**src/rtl/pdac_pkg.sv**
```systemverilog
package pdac_pkg;

    localparam int REFBUF_BIT = 4;
    localparam int GAIN_BIT   = 5;

    typedef struct packed {
        logic wr_n;
        logic cs_n;
        logic ldac_n;
        logic clr_n;
        logic hben;
        logic pd_n;
    } ctl_t;

    localparam ctl_t CTL_IDLE = '{wr_n: 1'b1, cs_n: 1'b1, ldac_n: 1'b1,
                                  clr_n: 1'b1, hben: 1'b0, pd_n: 1'b1};

    typedef enum logic [1:0] {
        PW_ACTIVE = 2'd0,
        PW_ASLEEP = 2'd1,
        PW_WAKING = 2'd2
    } pwr_state_e;

    typedef enum logic [2:0] {
        ACT_IDLE      = 3'd0,
        ACT_CLEAR     = 3'd1,
        ACT_LOAD      = 3'd2,
        ACT_LOAD_XFER = 3'd3,
        ACT_XFER      = 3'd4
    } reg_act_e;

endpackage

```
**src/rtl/pdac_sync.sv**
```systemverilog
module pdac_sync #(
    parameter int          W      = 1,
    parameter int          STAGES = 2,
    parameter logic [W-1:0] IDLE  = '0
) (
    input  logic         clk,
    input  logic         rst_n,
    input  logic [W-1:0] d_async,
    output logic [W-1:0] d_sync
);

    logic [W-1:0] chain [STAGES];

    for (genvar g = 0; g < STAGES; g++) begin : g_stage
        always_ff @(posedge clk or negedge rst_n) begin
            if (!rst_n) begin
                chain[g] <= IDLE;
            end else if (g == 0) begin
                chain[g] <= d_async;
            end else begin
                chain[g] <= chain[(g > 0) ? g - 1 : 0];
            end
        end
    end

    assign d_sync = chain[STAGES-1];

endmodule

```
**src/rtl/pdac_regs.sv**
```systemverilog
module pdac_regs
    import pdac_pkg::*;
#(
    parameter int CODE_W = 12,
    parameter int BUS_W  = 8
) (
    input  logic              clk,
    input  logic              rst_n,
    input  logic [BUS_W-1:0]  bus,
    input  logic              hi_sel,
    input  logic              wr_evt,
    input  logic              xfer_req,
    input  logic              clr_req,
    output logic [CODE_W-1:0] dac_code,
    output logic              ref_buf_en,
    output logic              gain_2x
);

    localparam int HI_W = CODE_W - BUS_W;

    reg_act_e          act;
    logic [CODE_W-1:0] in_code, in_code_nxt, ld_code, dac_nxt;
    logic              in_ref, in_ref_nxt, ld_ref, ref_nxt;
    logic              in_gain, in_gain_nxt, ld_gain, gain_nxt;
    logic              spare_unused;

    assign spare_unused = ^bus[BUS_W-1:GAIN_BIT+1];

    // action decode, clear first
    always_comb begin
        if (clr_req) begin
            act = ACT_CLEAR;
        end else if (wr_evt && xfer_req) begin
            act = ACT_LOAD_XFER;
        end else if (wr_evt) begin
            act = ACT_LOAD;
        end else if (xfer_req) begin
            act = ACT_XFER;
        end else begin
            act = ACT_IDLE;
        end
    end

    // merged value the input register would take on a write
    always_comb begin
        if (hi_sel) begin
            ld_code = {bus[HI_W-1:0], in_code[BUS_W-1:0]};
            ld_ref  = bus[REFBUF_BIT];
            ld_gain = bus[GAIN_BIT];
        end else begin
            ld_code = {in_code[CODE_W-1:BUS_W], bus};
            ld_ref  = in_ref;
            ld_gain = in_gain;
        end
    end

    always_comb begin
        in_code_nxt = in_code;
        in_ref_nxt  = in_ref;
        in_gain_nxt = in_gain;
        dac_nxt     = dac_code;
        ref_nxt     = ref_buf_en;
        gain_nxt    = gain_2x;
        unique case (act)
            ACT_CLEAR: begin
                in_code_nxt = '0;
                in_ref_nxt  = 1'b0;
                in_gain_nxt = 1'b0;
                dac_nxt     = '0;
                ref_nxt     = 1'b0;
                gain_nxt    = 1'b0;
            end
            ACT_LOAD: begin
                in_code_nxt = ld_code;
                in_ref_nxt  = ld_ref;
                in_gain_nxt = ld_gain;
            end
            ACT_LOAD_XFER: begin
                in_code_nxt = ld_code;
                in_ref_nxt  = ld_ref;
                in_gain_nxt = ld_gain;
                dac_nxt     = ld_code;
                ref_nxt     = ld_ref;
                gain_nxt    = ld_gain;
            end
            ACT_XFER: begin
                dac_nxt  = in_code;
                ref_nxt  = in_ref;
                gain_nxt = in_gain;
            end
            ACT_IDLE: ;
            default: ;
        endcase
    end

    always_ff @(posedge clk or negedge rst_n) begin
        if (!rst_n) begin
            in_code    <= '0;
            in_ref     <= 1'b0;
            in_gain    <= 1'b0;
            dac_code   <= '0;
            ref_buf_en <= 1'b0;
            gain_2x    <= 1'b0;
        end else begin
            in_code    <= in_code_nxt;
            in_ref     <= in_ref_nxt;
            in_gain    <= in_gain_nxt;
            dac_code   <= dac_nxt;
            ref_buf_en <= ref_nxt;
            gain_2x    <= gain_nxt;
        end
    end

endmodule

```
**src/rtl/pdac_pwr.sv**
```systemverilog
module pdac_pwr
    import pdac_pkg::*;
#(
    parameter int WAKE_CYCLES = 8
) (
    input  logic clk,
    input  logic rst_n,
    input  logic pd_req,
    output logic out_en
);

    localparam int CNT_W = (WAKE_CYCLES < 2) ? 1 : $clog2(WAKE_CYCLES);
    localparam logic [CNT_W-1:0] CNT_LAST = CNT_W'(WAKE_CYCLES - 1);

    pwr_state_e       state, state_nxt;
    logic [CNT_W-1:0] cnt, cnt_nxt;

    always_comb begin
        state_nxt = state;
        cnt_nxt   = cnt;
        unique case (state)
            PW_ACTIVE: begin
                if (pd_req) state_nxt = PW_ASLEEP;
            end
            PW_ASLEEP: begin
                if (!pd_req) begin
                    state_nxt = PW_WAKING;
                    cnt_nxt   = '0;
                end
            end
            PW_WAKING: begin
                if (pd_req) begin
                    state_nxt = PW_ASLEEP;
                end else if (cnt == CNT_LAST) begin
                    state_nxt = PW_ACTIVE;
                end else begin
                    cnt_nxt = cnt + 1'b1;
                end
            end
            default: state_nxt = PW_ASLEEP;
        endcase
    end

    // state register
    always_ff @(posedge clk or negedge rst_n) begin
        if (!rst_n) begin
            state <= PW_ACTIVE;
            cnt   <= '0;
        end else begin
            state <= state_nxt;
            cnt   <= cnt_nxt;
        end
    end

    // output register
    always_ff @(posedge clk or negedge rst_n) begin
        if (!rst_n) begin
            out_en <= 1'b1;
        end else begin
            out_en <= (state_nxt == PW_ACTIVE);
        end
    end

endmodule

```
**src/rtl/pdac_front.sv**
```systemverilog
module pdac_front
    import pdac_pkg::*;
#(
    parameter int CODE_W      = 12,
    parameter int BUS_W       = 8,
    parameter int SYNC_STAGES = 2,
    parameter int WAKE_CYCLES = 8
) (
    input  logic              clk,
    input  logic              rst_n,
    input  logic              wr_n,
    input  logic              cs_n,
    input  logic              ldac_n,
    input  logic              clr_n,
    input  logic              hben,
    input  logic              pd_n,
    input  logic [BUS_W-1:0]  db,
    output logic [CODE_W-1:0] dac_code,
    output logic              ref_buf_en,
    output logic              gain_2x,
    output logic              out_en
);

    localparam int CTL_W  = $bits(ctl_t);
    localparam int SYNC_W = CTL_W + BUS_W;
    localparam logic [SYNC_W-1:0] SYNC_IDLE = {CTL_IDLE, {BUS_W{1'b0}}};

    ctl_t              ctl_raw, ctl_s;
    logic [BUS_W-1:0]  db_s;
    logic              wr_prev;
    logic              wr_evt;

    assign ctl_raw = '{wr_n: wr_n, cs_n: cs_n, ldac_n: ldac_n,
                       clr_n: clr_n, hben: hben, pd_n: pd_n};

    pdac_sync #(
        .W      (SYNC_W),
        .STAGES (SYNC_STAGES),
        .IDLE   (SYNC_IDLE)
    ) u_sync (
        .clk     (clk),
        .rst_n   (rst_n),
        .d_async ({ctl_raw, db}),
        .d_sync  ({ctl_s, db_s})
    );

    always_ff @(posedge clk or negedge rst_n) begin
        if (!rst_n) wr_prev <= 1'b1;
        else        wr_prev <= ctl_s.wr_n;
    end

    assign wr_evt = !wr_prev && ctl_s.wr_n && !ctl_s.cs_n;

    pdac_regs #(
        .CODE_W (CODE_W),
        .BUS_W  (BUS_W)
    ) u_regs (
        .clk        (clk),
        .rst_n      (rst_n),
        .bus        (db_s),
        .hi_sel     (ctl_s.hben),
        .wr_evt     (wr_evt),
        .xfer_req   (!ctl_s.ldac_n),
        .clr_req    (!ctl_s.clr_n),
        .dac_code   (dac_code),
        .ref_buf_en (ref_buf_en),
        .gain_2x    (gain_2x)
    );

    pdac_pwr #(
        .WAKE_CYCLES (WAKE_CYCLES)
    ) u_pwr (
        .clk    (clk),
        .rst_n  (rst_n),
        .pd_req (!ctl_s.pd_n),
        .out_en (out_en)
    );

endmodule

```
**config.mk**
```make
export PLATFORM = sky130hd
export DESIGN_NAME = pdac_front
export DESIGN_NICKNAME = d
export VERILOG_FILES = /design/src/rtl/pdac_pkg.sv /design/src/rtl/pdac_sync.sv /design/src/rtl/pdac_regs.sv /design/src/rtl/pdac_pwr.sv /design/src/rtl/pdac_front.sv
export SDC_FILE = /design/constraint.sdc
export NUM_CORES = 1
export LEC_CHECK = 0
export BUFFER_PORTS_ARGS = -buffer_cell sky130_fd_sc_hd__buf_4
export CORE_AREA = 2 2 77 79
export CTS_CLUSTER_DIAMETER = 60
export DETAILED_ROUTE_END_ITERATION = 12
export DIE_AREA = 0 0 79 81
export SYNTH_ARGS = -nofsm -noshare
export SYNTH_HDL_FRONTEND = slang
export SYNTH_SLANG_ARGS = --single-unit
```
**constraint.sdc**
```tcl
create_clock -name clk -period 2.25 [get_ports clk]
set_input_delay 0.5625 -clock clk [delete_from_list [all_inputs] [get_ports clk]]
set_output_delay 0.5625 -clock clk [all_outputs]
set_load 0.05 [all_outputs]
```
== Word level (Yosys, flattened, before mapping) ==
Cells that the tools add are included.

* Word-level logic and storage cells: 58
* Input port bits: 16
* Flip-flop bits (word level): 63
* Output and inout port bits: 15

* Mux-type cells: 22
* Add/sub/neg operators: 1
* Reductions and logical operators: 13
* Eq/ne operators: 10

{| class="wikitable"
|+ Operator list
! kind !! count
|-
| $pmux W12 S3 || 1
|-
| $pmux W12 S2 || 1
|-
| $mux W3 || 7
|-
| $mux W12 || 1
|-
| $mux W2 || 4
|-
| $eq A3 B2 Y1 const B || 2
|-
| $eq A3 B3 Y1 const B || 2
|-
| $ne A2 B2 Y1 const B || 3
|-
| $pmux W1 S3 || 2
|-
| $pmux W2 S3 || 1
|-
| $pmux W3 S2 || 1
|-
| $logic_not A2 Y1 || 2
|-
| $pmux W1 S2 || 2
|-
| $reduce_and A4 Y1 || 1
|-
| $reduce_bool A2 Y1 || 2
|-
| $add A3 B1 Y3 const B || 1
|-
| $eq A3 B1 Y1 const B || 1
|-
| $logic_and A1 B1 Y1 || 3
|-
| $logic_not A1 Y1 || 3
|-
| $reduce_bool A3 Y1 || 1
|-
| $eq A2 B1 Y1 const B || 1
|-
| $eq A2 B2 Y1 const B || 1
|-
| $mux W1 || 2
|-
| $reduce_or A2 Y1 || 1
|}

== Logic depth before layout (Yosys ltp) ==
* Depth after elaboration: 9
* Depth in mapped cells: 5
* Gate-level depth less buffers: 5

== Modules after synthesis ==
From an unflattened synthesis, not the netlist that was laid out.

* Cell total of the unflattened synthesis: 168
* Area, all modules: 2,294.7 um^2

{| class="wikitable"
|+ By module, submodules not included
! module !! times used !! cells an instance !! area each (um^2)
|-
| pdac_regs || 1 || 93 || 1,108.6
|-
| pdac_sync || 1 || 42 || 818.3
|-
| pdac_pwr || 1 || 28 || 317.8
|-
| pdac_front || 1 || 5 || 50.0
|}

== Worst setup path before layout ==
No wires, ideal clock.

* Path type: register to register
* Start: reg u_sync.chain, in the netlist u_sync.d_sync[13]
* End: reg u_regs.dac_code[4]
* Required time: 2,113 ps
* Cell stages (with the launch flop): 5
* Clock period less this slack: 1,297 ps
* Path slack: 953 ps
* Setup time: 137 ps
* Data arrival time: 1,160 ps
* Cell sequence: dfstp_2 nor4b_4 buf_6 mux2i_1 a21oi_1

* Longest elaborated chain between the ends: 7

{| class="wikitable"
|+ RTL lines
! element !! line !! text
|-
| start, declared || pdac_sync.sv:12 || <nowiki>logic [W-1:0] chain [STAGES];</nowiki>
|-
| start signal, assigned by index || pdac_sync.sv:19 || <nowiki>chain[g] <= d_async;</nowiki>
|-
| start signal, assigned by index || pdac_sync.sv:21 || <nowiki>chain[g] <= chain[(g > 0) ? g - 1 : 0];</nowiki>
|-
| $logic_and A1 B1 Y1 (*) (2 in a row) || pdac_front.sv:52 || <nowiki>assign wr_evt = !wr_prev && ctl_s.wr_n && !ctl_s.cs_n;</nowiki>
|-
| $mux W3 or $logic_and A1 B1 Y1 (tied branches) || pdac_regs.sv:35, pdac_regs.sv:33 ||
|-
| $mux W3 (*) || pdac_regs.sv:33 || <nowiki>end else if (wr_evt && xfer_req) begin</nowiki>
|-
| $mux W3 (*) || pdac_regs.sv:31 || <nowiki>if (clr_req) begin</nowiki>
|-
| $eq A3 B3 Y1 (tied with other cells) || pdac_regs.sv:64 || <nowiki>unique case (act)</nowiki>
|-
| $pmux W12 S3 or $reduce_bool A3 Y1 (tied branches) || - ||
|-
| end signal, assigned || pdac_regs.sv:108 || <nowiki>dac_code <= dac_nxt;</nowiki>
|-
| end, declared || pdac_regs.sv:14 || <nowiki>output logic [CODE_W-1:0] dac_code,</nowiki>
|}

Every way passes the cells marked *; elsewhere a longest branch is shown, timed or not.
A chain may end at the register's enable or synchronous reset.

== Final worst setup path ==
* Start: reg u_pwr.out_en
* End: out out_en

{| class="wikitable"
|+ RTL lines
! element !! line !! text
|-
| start, declared || pdac_pwr.sv:9 || <nowiki>output logic out_en</nowiki>
|-
| start signal, assigned || pdac_pwr.sv:60 || <nowiki>out_en <= (state_nxt == PW_ACTIVE);</nowiki>
|-
| end, declared || pdac_front.sv:21 || <nowiki>output logic out_en</nowiki>
|}

No word-level cell between the ends.

==> reports/qor.yml <==
detailed_routing:
  drt_iter0_drc: 90
  ant_nets: 0
  vias: 1218
  vias_per_cell: 4.649
  drt_first_pass_iters: 4
  wirelength_um: 3444
  wire_per_inst_um: 13.15
  drc: 0
worst_setup_path:
  critical_path_class: "flip-flop to primary output"
  path_cells: "buf_4"
  critPathLaunch: "u_pwr.out_en"
  crit_fanout: 1
  required_ns: 1.69
  reg2reg_from: "u_sync.d_sync[11]"
  max_stage_delay_ns: 0.51
  crit_family: "flip-flops"
  cp_slowest_cell: "dfstp_2"
  cp-start-kind: "flip-flop"
  cp.arrival_ns: 1.02
  cp.buffers_inverters: 1
  end_kind: "primary output"
clocking:
  clk_pin_slew_ns: 0.06
  cts_buffers: 9
  h-tree-depth: 3
  cts.path.max_buffers: 2
  cts_root_buf: "clkbuf_8"
  clock_sinks: 63
  cts_tree: "built"
  clk_latency_ns: 0.33
  cts_resized: 0
  cts_setup_buffers: 0
  postCtsHoldBufs: 0
sta:
  timing.final.crit_share: 0.7045
  worst_clock_skew_ns: 0.008636
  period_minus_slack_ns: 1.585
  setup_viol: 0
  rsz0062_at_grt: "false"
  timing.fmax_ghz: 0.6309
  hold_violations: 0
  max-slew-margin-rel: 0.4973
  fin_setup_tns_ns: 0
  timing.final.ws_setup_ns: 0.6648
  tightest_slew_ns: 0.7540
  slew_violations: 0
placement:
  place.gp.congestion: 0.7448
  post-dp-hpwl_um: 2248
  portBuffers: 30
  dpl_worst_slack_ns: 0.6582
die:
  io_pins: 31
  rows: 28
  die_area_sq_um: 6399
  core_sq_um: 5675
  die_x_um: 79
  dieHeight_um: 81
  start_util: 0.3823
job:
  drv_cap: 0
global_routing:
  overflow: 0
  grt_usage: 0.1275
  grt_pass1_wl_um: 5954
  antenna_found_initial: 0
  grt_pass1_vias: 1255
  grt_max_degree: 64
yosys:
  yosys_warnings: 0
  syn_avg_cell_area_sq_um: 14.86
  yosysTopAreaCell: "dfrtp_1"
  yosysSeqAreaShare: 0.7336
  synth_seq_cells: 63
  synth_area_sq_um: 2170
  synth_fp_nets: 164
  synth.distinct_cells: 19
  synth_area_leaders: "dfrtp_1 (59%), dfstp_2 (15%), mux2i_1 (6.9%)"
  synth_cells: 146
  yosysTopAreaCellShare: 0.5882
final_layout:
  final_cell_mix: "dfrtp_1 (51), buf_4 (31), nor2b_1 (17)"
  finalNetCount: 200
  utilization: 0.4660
  drive_gt1_frac: 0.3209
  antenna_cells: 0
  nFillCells: 536
  final_common_cell: "dfrtp_1"
  area_growth_syn_to_layout_pct: 21.91
power:
  power.total_mw: 2.332
  ir_drop_uv: 387.8
  leakagePower_nw: 1.176
  cellPowerDensity_nw_per_um2: 881.7
outcome:
  outcome: "finished clean"
hold_path:
  hold_path_class: "primary input to async pin"
## where the power goes
| group | internal [mW] | switching (mW) |
|---|---|---|
| registers | 1.20 | 0.0442 |
| clock network | 0.486 | 0.396 |
| logic | 0.0771 | 0.125 |
| total | 1.77 | 0.566 |
## cell usage after synthesis
master,n
inv_1,1
a22oi_1,1
a21oi_1,14
nor3b_1,1
dfstp_2,12
and4bb_2,1
nor4b_4,1
clkinv_1,1
mux2i_1,15
clkbuf_1,4
nor2b_1,17
ha_1,2
buf_6,2
o2bb2ai_1,3
dfrtp_1,51
o21ai_0,15
nor2_1,1
nand2_1,2
a32oi_1,2
## path summary, 6_finish.rpt
check                                            to  slack [ns]  cells after the start
worst max-delay path                         out_en        0.66                      1
worst min-delay path               u_sync.d_sync[4]        0.30                      1
worst max register to register  u_regs.dac_code[11]        0.69                      3
worst min register to register     u_sync.d_sync[2]        0.34                      0
max in group asynchronous          u_sync.chain[23]        1.45                      1
min in group clk                   u_sync.chain[17]        0.33                      1
## sequential cells by signal, indices dropped and copies added (netlist names)
name	cells
u_pwr.state	2
u_regs.in_code	12
u_pwr.cnt	3
u_regs.in_ref	1
u_regs.dac_code	12
u_regs.gain_2x	1
u_pwr.out_en	1
u_regs.ref_buf_en	1
u_sync.chain	14
u_sync.d_sync	14
wr_prev	1
u_regs.in_gain	1
## cell families after synthesis
kind of cell,share of synthesized area
flops,0.7336
compound gates,0.09055
simple gates,0.07439
mux,0.06920
buf+inv,0.02076
fa+ha+maj,0.01153
## per-layer routing
layer | wire, um | GRT usage
met5 | 0 | 0
met4 | 78 | 0.06207
met3 | 196 | 0.05667
met2 | 1639 | 0.1864
met1 | 1530 | 0.1623
## per-stage QoR
stage                     hold WS [ns]  std cells  cell area, sq um
after floorplan                 0.2669        146              2170
after global placement          0.3341        246              2459
after detailed placement        0.3347        246              2459
after CTS                       0.3173        262              2645
after global routing            0.3019        262              2645
final                           0.3019        262              2645
## layout make-up
class / instances / area (sq um) / share of cell area
Clock buffer: 13 / 168.9 / 0.06386
Clock inverter: 3 / 17.52 / 0.006623
Inverter: 2 / 7.507 / 0.002838
Multi-Input combinational cell: 75 / 533.0 / 0.2015
Sequential cell: 63 / 1592 / 0.6017
Tap cell: 75 / 93.84 / 0.03548
Timing Repair Buffer: 31 / 232.7 / 0.08798
(Power assumes the default switching activity.)
